**src/rtl/msp_pkg.sv**
```systemverilog
`timescale 1ns/1ps
package msp_pkg;
  localparam int unsigned WordW   = 16;
  localparam int unsigned CmdBits = 8;
  localparam int unsigned CntW    = 5;
  localparam logic [1:0]  FmtSpi   = 2'b00;
  localparam logic [1:0]  FmtPulse = 2'b01;
  localparam logic [1:0]  FmtMw    = 2'b10;
  localparam logic [1:0]  FmtBad   = 2'b11;
  localparam logic [3:0]  MinSizeCode = 4'd3;

  typedef struct packed {
    logic [7:0] rateDiv;
    logic [3:0] sizeCode;
    logic [1:0] fmt;
    logic       clkSel;
    logic       enable;
  } ctrl_t;

  localparam int unsigned CfgW = $bits(ctrl_t);

  typedef enum logic [2:0] {StIdle, StFrame, StCmd, StTurn, StData} state_e;

  typedef struct packed {
    logic load;
    logic sample;
    logic push;
  } strobe_t;

  function automatic logic [WordW-1:0] sizeMask(input logic [3:0] code);
    logic [WordW:0] t;
    t = ((WordW+1)'(1) << (5'(code) + 5'd1)) - (WordW+1)'(1);
    return t[WordW-1:0];
  endfunction
endpackage

```
**src/rtl/msp_fifo.sv**
```systemverilog
`timescale 1ns/1ps
module msp_fifo #(
  parameter int unsigned Width = 16,
  parameter int unsigned Depth = 4
) (
  input  logic             clk,
  input  logic             rstN,
  input  logic             push,
  input  logic [Width-1:0] pushData,
  input  logic             pop,
  output logic [Width-1:0] headData,
  output logic             empty,
  output logic             full
);
  localparam int unsigned PtrW = (Depth > 1) ? $clog2(Depth) : 1;
  localparam int unsigned LvlW = $clog2(Depth + 1);

  logic [Width-1:0] mem [Depth];
  logic [PtrW-1:0]  wrPtr, rdPtr;
  logic [LvlW-1:0]  level;
  logic             doPush, doPop;

  assign empty    = (level == '0);
  assign full     = (level == LvlW'(Depth));
  assign doPush   = push && !full;
  assign doPop    = pop && !empty;
  assign headData = mem[rdPtr];

  always_ff @(posedge clk) begin
    if (doPush) mem[wrPtr] <= pushData;
  end

  always_ff @(posedge clk or negedge rstN) begin
    if (!rstN) begin
      wrPtr <= '0;
      rdPtr <= '0;
      level <= '0;
    end else begin
      if (doPush) wrPtr <= (wrPtr == PtrW'(Depth - 1)) ? '0 : wrPtr + 1'b1;
      if (doPop)  rdPtr <= (rdPtr == PtrW'(Depth - 1)) ? '0 : rdPtr + 1'b1;
      if (doPush && !doPop)      level <= level + 1'b1;
      else if (doPop && !doPush) level <= level - 1'b1;
    end
  end
endmodule

```
**src/rtl/msp_ctrl.sv**
```systemverilog
`timescale 1ns/1ps
module msp_ctrl
  import msp_pkg::*;
(
  input  logic            clk,
  input  logic            rstN,
  input  logic            cfgWe,
  input  logic [CfgW-1:0] cfgWdata,
  input  logic            extClk,
  input  logic            txEmpty,
  input  logic            rxFull,
  output ctrl_t           cfg,
  output strobe_t         stb,
  output state_e          state,
  output logic [CntW-1:0] bitCnt,
  output logic            sclk,
  output logic            frm
);
  logic [2:0]      extSync;
  logic [7:0]      divCnt;
  logic            phase;
  logic            tick, cfgOk, canStart, halfEnd, lastSlot;
  logic [CntW-1:0] lastIdx;
  state_e          stNext, firstState;

  always_ff @(posedge clk or negedge rstN) begin
    if (!rstN)      cfg <= '0;
    else if (cfgWe) cfg <= cfgWdata;
  end

  // external source: synchronise and take one tick per rising edge
  always_ff @(posedge clk or negedge rstN) begin
    if (!rstN) extSync <= '0;
    else       extSync <= {extSync[1:0], extClk};
  end

  assign tick     = cfg.clkSel ? (extSync[1] & ~extSync[2]) : 1'b1;
  assign cfgOk    = cfg.enable && (cfg.sizeCode >= MinSizeCode) && (cfg.fmt != FmtBad);
  assign canStart = cfgOk && !txEmpty && !rxFull;
  assign halfEnd  = (state != StIdle) && tick && (divCnt == cfg.rateDiv);
  assign lastSlot = halfEnd && phase && (bitCnt == lastIdx);

  always_comb begin
    case (state)
      StCmd:   lastIdx = CntW'(CmdBits - 1);
      StData:  lastIdx = {1'b0, cfg.sizeCode};
      default: lastIdx = '0;
    endcase
  end

  always_comb begin
    case (cfg.fmt)
      FmtPulse: firstState = StFrame;
      FmtMw:    firstState = StCmd;
      default:  firstState = StData;
    endcase
  end

  always_comb begin
    stNext = state;
    stb    = '0;
    if (!cfgOk) begin
      stNext = StIdle;
    end else begin
      case (state)
        StIdle: begin
          if (canStart) begin
            stb.load = 1'b1;
            stNext   = firstState;
          end
        end
        default: begin
          if (halfEnd && !phase && state == StData) stb.sample = 1'b1;
          if (lastSlot) begin
            case (state)
              StFrame: stNext = StData;
              StCmd:   stNext = StTurn;
              StTurn:  stNext = StData;
              default: begin
                stb.push = 1'b1;
                stNext   = StIdle;
              end
            endcase
          end
        end
      endcase
    end
  end

  always_ff @(posedge clk or negedge rstN) begin
    if (!rstN) begin
      state  <= StIdle;
      phase  <= 1'b0;
      bitCnt <= '0;
      divCnt <= '0;
    end else begin
      state <= stNext;
      if (stNext != state) begin
        phase  <= 1'b0;
        bitCnt <= '0;
        divCnt <= '0;
      end else if (halfEnd) begin
        divCnt <= '0;
        phase  <= ~phase;
        if (phase) bitCnt <= bitCnt + 1'b1;
      end else if (tick && state != StIdle) begin
        divCnt <= divCnt + 8'd1;
      end
    end
  end

  assign sclk = phase;
  assign frm  = (cfg.fmt == FmtPulse) ? (state == StFrame) : (state == StIdle);
endmodule

```
**src/rtl/msp_datapath.sv**
```systemverilog
`timescale 1ns/1ps
module msp_datapath
  import msp_pkg::*;
(
  input  logic             clk,
  input  logic             rstN,
  input  strobe_t          stb,
  input  state_e           state,
  input  logic [CntW-1:0]  bitCnt,
  input  logic [1:0]       fmt,
  input  logic [3:0]       sizeCode,
  input  logic [WordW-1:0] txWord,
  input  logic             rxd,
  output logic             txd,
  output logic [WordW-1:0] rxWord
);
  logic [WordW-1:0] holdWord;
  logic [WordW-1:0] rxShift;
  logic [CntW-1:0]  dataIdx, cmdIdx;

  always_ff @(posedge clk or negedge rstN) begin
    if (!rstN) begin
      holdWord <= '0;
      rxShift  <= '0;
    end else if (stb.load) begin
      holdWord <= txWord;
      rxShift  <= '0;
    end else if (stb.sample) begin
      rxShift <= {rxShift[WordW-2:0], rxd};
    end
  end

  assign dataIdx = CntW'(sizeCode) - bitCnt;
  assign cmdIdx  = CntW'(CmdBits - 1) - bitCnt;

  always_comb begin
    case (state)
      StCmd:   txd = |(holdWord & (WordW'(1) << cmdIdx));
      StData:  txd = (fmt == FmtMw) ? 1'b0 : |(holdWord & (WordW'(1) << dataIdx));
      default: txd = 1'b0;
    endcase
  end

  assign rxWord = rxShift;
endmodule

```
**src/rtl/multi_serial_port.sv**
```systemverilog
`timescale 1ns/1ps
module multi_serial_port
  import msp_pkg::*;
#(
  parameter int unsigned FifoDepth = 4
) (
  input  logic             clk,
  input  logic             rstN,
  input  logic             cfgWe,
  input  logic [CfgW-1:0]  cfgWdata,
  output logic [CfgW-1:0]  cfgRdata,
  input  logic             txPush,
  input  logic [WordW-1:0] txData,
  output logic             txFull,
  input  logic             rxPop,
  output logic [WordW-1:0] rxData,
  output logic             rxEmpty,
  input  logic             extClk,
  output logic             sclk,
  output logic             frm,
  output logic             txd,
  input  logic             rxd
);
  ctrl_t            cfg;
  strobe_t          stb;
  state_e           state;
  logic [CntW-1:0]  bitCnt;
  logic             txEmpty, rxFull;
  logic [WordW-1:0] txHead, rxWord;

  assign cfgRdata = cfg;

  msp_fifo #(.Width(WordW), .Depth(FifoDepth)) i_txFifo (
    .clk(clk), .rstN(rstN), .push(txPush), .pushData(txData), .pop(stb.load),
    .headData(txHead), .empty(txEmpty), .full(txFull));

  msp_fifo #(.Width(WordW), .Depth(FifoDepth)) i_rxFifo (
    .clk(clk), .rstN(rstN), .push(stb.push), .pushData(rxWord), .pop(rxPop),
    .headData(rxData), .empty(rxEmpty), .full(rxFull));

  msp_ctrl i_ctrl (
    .clk(clk), .rstN(rstN), .cfgWe(cfgWe), .cfgWdata(cfgWdata), .extClk(extClk),
    .txEmpty(txEmpty), .rxFull(rxFull), .cfg(cfg), .stb(stb), .state(state),
    .bitCnt(bitCnt), .sclk(sclk), .frm(frm));

  msp_datapath i_dp (
    .clk(clk), .rstN(rstN), .stb(stb), .state(state), .bitCnt(bitCnt),
    .fmt(cfg.fmt), .sizeCode(cfg.sizeCode), .txWord(txHead), .rxd(rxd),
    .txd(txd), .rxWord(rxWord));
endmodule

```
**config.mk**
```make
export PLATFORM = sky130hd
export DESIGN_NAME = multi_serial_port
export DESIGN_NICKNAME = d
export VERILOG_FILES = /design/src/rtl/msp_pkg.sv /design/src/rtl/msp_fifo.sv /design/src/rtl/msp_ctrl.sv /design/src/rtl/msp_datapath.sv /design/src/rtl/multi_serial_port.sv
export SDC_FILE = /design/constraint.sdc
export NUM_CORES = 1
export LEC_CHECK = 0
export BUFFER_PORTS_ARGS = -buffer_cell sky130_fd_sc_hd__buf_4
export CORE_MARGIN = 5
export CORE_UTILIZATION = 60
export CTS_BUF_LIST = sky130_fd_sc_hd__clkbuf_8
export CTS_CLUSTER_DIAMETER = 120
export DETAILED_ROUTE_END_ITERATION = 6
export GPL_ROUTABILITY_DRIVEN = 0
export PLACE_DENSITY = 0.88
export SLEW_MARGIN = 10
export SYNTH_ARGS = -nofsm -noshare
export SYNTH_HDL_FRONTEND = slang
export SYNTH_HIERARCHICAL = 1
export SYNTH_SLANG_ARGS = --single-unit
```
**constraint.sdc**
```tcl
create_clock -name clk -period 4.2 [get_ports clk]
set_input_delay 0 -clock clk [delete_from_list [all_inputs] [get_ports clk]]
set_output_delay 0 -clock clk [all_outputs]
set_load 0.03 [all_outputs]
```
======== Word-level counts from Yosys, hierarchy flattened ========
Memories as Yosys holds them, arrays and structs flattened. A register that Yosys moved wholly into a read port is not among the register bits.
Index checks and enable logic that the tools add are counted.
word-level totals
  word-level logic and storage cells ...... 138
  memories ................................ 2
  input port bits ......................... 39
  flip-flop bits (word level) ............. 66
  bits in writable memories ............... 128
  output and inout bits ................... 37
cells by class
  reduce and logical (&&, ||, !) cells .... 43
  add/subtract/negate cells ............... 12
  bitwise operators ....................... 5
  muxes and demuxes ....................... 40
  equal/unequal tests ..................... 16
  order comparisons ....................... 1
  shift-type cells ........................ 2
memories
  name          words  width  read ports  clocked after memory_dff  wr ports  RTL line        source
  i_rxFifo.mem  4      16     1           0                         1         msp_fifo.sv:18  logic [Width-1:0] mem [Depth];
  i_txFifo.mem  4      16     1           1                         1         msp_fifo.sv:18
operators with widths
  operator                                                               number
  16-bit bitwise AND                                                     2
  16-bit 2-to-1 mux                                                      2
  16-bit OR reduction                                                    2
  1-bit by 5-bit << shifter with 16-bit output, first input constant     2
  3-bit 2-to-1 mux                                                       9
  8-bit 2-to-1 mux                                                       3
  1-bit logical AND                                                      18
  5-bit 2-to-1 mux                                                       3
  1-bit 2-to-1 mux                                                       14
  3-bit one-hot mux with 2 select lines                                  2
  2-bit equality test, second input constant                             5
  1-bit logical NOT                                                      10
  2-bit 2-to-1 mux                                                       5
  2-bit nonzero test                                                     5
  3-bit equality test, second input constant                             3
  3-bit logical NOT                                                      3
  2-bit by 1-bit adder with 2-bit output, second input constant          4
  8-bit by 1-bit adder with 8-bit output, second input constant          1
  8-bit equality test                                                    1
  4-bit one-hot mux with 2 select lines                                  1
  3-bit by 1-bit adder with 3-bit output, second input constant          2
  3-bit by 2-bit equality test with 1-bit output, second input constant  2
  3-bit nonzero test                                                     2
  3-bit by 1-bit subtractor with 3-bit output, second input constant     2
  15 further kinds                                                       16

======== Longest topological paths before layout ========
  depth after elaboration ................. 15
  depth in mapped cells ................... 13
  gate-level depth less buffers ........... 12

======== By module ========
The synthesis kept the hierarchy.
modules (own cells, without submodules)
  module                times used  cells each  area an instance (µm²)
  msp_fifo at i_rxFifo  1           121         2771.4
  msp_fifo at i_txFifo  1           121         2757.6
  msp_ctrl              1           187         1971.9
  msp_datapath          1           151         1766.7

======== Worst setup path before layout ========
Ideal clock, no wire load.
  kind .................................... register to register
  start ................................... register, netlist name i_ctrl/cfg[6]
  end ..................................... register i_rxFifo.level[2]
  data arrival time ....................... 3.090 ns
  clock period less this slack ............ 3.169 ns
  data required time ...................... 4.121 ns
  buffers on the path ..................... 0
  slack ................................... 1.031 ns
  stages on the path, launching flop included .. 13
  cell sequence ........................... dfrtp_1 > or4bb_1 > and3_1 > nor4_4 > nand4_4 > nor2_1 > nor2b_4 > ha_1 > inv_1 > fa_1 > xor2_1 > nor2_1 > xor2_1
RTL lines
  element               RTL line        source
  end signal, assigned  msp_fifo.sv:41  if (doPush && !doPop) level <= level + 1'b1;
  end signal, assigned  msp_fifo.sv:42  else if (doPop && !doPush) level <= level - 1'b1;
  end, declared         msp_fifo.sv:20  logic [LvlW-1:0] level;

==> metrics.txt <==
Clock Sinks 210; HP Class input pin to flop; post-CTS sizing 0; Crit. End Element flop; drt first pass iters 5; M2 GR Usage between 30% and 40%; setup TNS 0 ps; total core area roughly 0.015 sq mm; Root Driver clkbuf_8; crit path cell chain nor3_1 > a21o_1 > nor4_4 > nand4_4 > nor2_1 > nor2b_4 > ha_1 > inv_1 > fa_1 > xor2_1 > nor2_1 > xor2_1; I/O Buffers 75; top cells by count, synth 128 x edfxtp_1, 82 x dfrtp_1, 49 x nor2_1; WP data arrival roughly 4000 ps; # diodes 0; Synth Flop Type edfxtp_1; clk buf depth 3; total wire length around 19,000 um; Num CTS Buffers 31; status finished clean; worst skew pair latency 560 ps; Die W 134 um; first-pass GRT wire length around 30,000 um; worst hold slack 105 ps; P&R area growth vs syn 19.9%; yosys warns 6; layout cells sized above 1 between 20% and 30%; H-tree Lvls 1; number of buffers and inverters on the critical path 1; largest net degree at the start of global routing just over 80; Synth top area share about 41%; met1 Use GR roughly a quarter; slowest stage cell, crit path dfrtp_1; # nets final approximately 800; fraction of registers with async set/reset between 30% and 40%; leak pwr between 4 and 5 nW; antenna violations before repair 0; Worst-path clk slew 70 ps; pwr/cell area between 500 and 600 mW/mm^2; met3 usage in global routing 4.01%; drt via density about 6; share of the yosys chip area belonging to registers between 60% and 70%; final core occ between 70% and 80%; GRT Total Usage between 20% and 30%; WP data required about 4700 ps; fin crit share a little over four fifths; max-cap viol count 0; Slew HR approximately 25%; DRT antenna net count 0; Reg area ~0.0059 sq mm; Rows 45; final hold vios 0; number of synthesized register bits 210; Starting DRT DRC Count roughly 370; Synth area leaders edfxtp_1 41%, dfrtp_1 22%, mux4_2 7.8%, mux2_2 3.9%, ha_1 3.0%; Post-Syn Nets roughly 640; syn_area_per_cell approximately 16 sq um; Setup Skew 27.8 ps; Remaining DRCs 0; vias post-DR ~5,500; placed inst area a little under 0.01 sq mm; Slew Limit Fails 0; # fillers 901; Die ar. between 0.015 and 0.02 sq mm; RSZ-0062 raised after global routing false; Layout Cells excl Fill 934; most used routing layer met2; final non-filler cell area between 0.01 and 0.015 sq mm; EDFF count, synth ~130; CTS tree built; CP startpoint kind flop; WS Path Type flop to flop; crit path time final 3540 ps; vias in the first global route 5,931; most instantiated library cell after synthesis edfxtp_1; multi-input logic area 0.00316 sq mm; Peak VDD IR approximately 0.00042 V; critical path's top delay family simple AND/OR/NAND/NOR gates; post-detail-place hpwl ~11,000 um; Slew @ Worst Pin approximately 1100 ps; die height about 130 um; post-synth cell types 64; Mapped Area approximately 0.0093 sq mm; Critical Path Fanout Max 16; setup violators final 0; Max Fclk approximately 280 MHz; Synth area leader edfxtp_1; global route overflow 0; Critical Path Max Stage Delay a little over 600 ps; post-placement cell count 820; average wire per cell in the routed design 19.9 um; initial cell density of the core between 60% and 70%; Post-Syn Instances between 500 and 600; IO Pins 76; postcts setup bufs 0
==> report_power, final <==
group	leakage, nW	internal (W)	switching (W)
clock network	0.361	0.000864	0.000739
registers	2.16	0.00250	0.000396
logic	1.81	0.000951	0.000899
total	4.33	0.00432	0.00203
==> layout make-up <==
cell class,instances,area share (%)
multi-input combinational,327,28.4
sequential,210,53.1
tap,188,2.12
clock buffer,34,4.21
inverter,18,0.608
timing repair buffer,133,10.2
clock inverter,24,1.35
==> worst reg2reg max path: stages (launching register included) <==
cell     delay [ps]
dfrtp_1         620
nor3_1          190
a21o_1          280
nor4_4          580
nand4_4         250
nor2_1          210
nor2b_4         250
ha_1            210
inv_1            60
fa_1            380
xor2_1          150
nor2_1          120
xor2_1          170
==> what timing repair did <==
item	CTS	global route
hold endpoints to repair	169	0
hold buffers	56	0
setup endpoints to repair	0	0
==> cells by family (layout without fill, tap and decap cells) <==
kind of cell / Yosys count / in the layout / share of synthesized area [%]
fa+ha+maj: 25 / 25 / 3.62
compound gates: 42 / 42 / 3.25
buf+inv: 43 / 209 / 2.34
mux: 97 / 97 / 15.9
simple gates: 132 / 132 / 8.24
flops: 210 / 210 / 63.6
xor+xnor: 31 / 31 / 3.01
==> worst paths after layout <==
| path | slack [ps] | endpoint | cells past startpoint | from |
|---|---|---|---|---|
| worst max-delay path | 660 | i_rxFifo/level[2]$_DFFE_PN0P_ | 12 | i_ctrl/state[2]$_DFF_PN0_ |
| worst min-delay path | 110 | i_ctrl/extSync[0]$_DFF_PN0_ | 2 | extClk |
| min in group asynchronous | 170 | i_rxFifo/rdPtr[1]$_DFFE_PN0P_ | 2 | rstN |
| max in group asynchronous | 3330 | i_dp/holdWord[10]$_DFFE_PN0P_ | 2 | rstN |
| worst max register to register | 660 | i_rxFifo/level[2]$_DFFE_PN0P_ | 12 | i_ctrl/state[2]$_DFF_PN0_ |
| worst min register to register | 350 | i_ctrl/extSync[1]$_DFF_PN0_ | 0 | i_ctrl/extSync[0]$_DFF_PN0_ |
==> stage by stage <==
| stage | power, W | setup WS (ps) |
|---|---|---|
| detailed placement | 0.00471 | 735 |
| global route | 0.00666 | 322 |
| CTS | 0.00638 | 711 |
| finish | 0.00635 | 656 |
| global placement | 0.00462 | 910 |
| floorplan | 0.00420 | 1030 |
==> layer usage <==
layer,vias up,share of wire (%)
li1,2465,-
met1,2751,39
met2,191,52
met3,69,5.6
met4,0,3.7
met5,-,0
==> registers in the layout (all words and copies together), names as in the netlist, 5 cells and up <==
register and cells:
i_rxFifo/mem 64, i_txFifo/mem 64, i_ctrl/cfg 16, i_dp/holdWord 16
i_dp/rxWord 16, i_ctrl/divCnt 8, i_ctrl/bitCnt 5
==> layout by cell type (no fill, tap or decap), types with 3 or more instances in the layout <==
master and instances:
mux2_2 32, dlygate4sd3_1 56, nand4_1 5, nand2b_1 4, nand2_1 15, clkinv_1 5
dfrtp_1 82, xnor2_1 16, mux2_4 6, nand3b_1 4, a21o_1 4, and2_1 12
mux4_2 32, ha_1 22, fa_1 3, nand3_1 5, a21oi_1 13, mux2i_1 23
inv_1 33, nor3_1 12, edfxtp_1 128, and3_1 3, nor2_1 49, o21ai_0 8
xor2_1 14, buf_4 77, clkbuf_8 34
(Power assumes the default switching activity.)
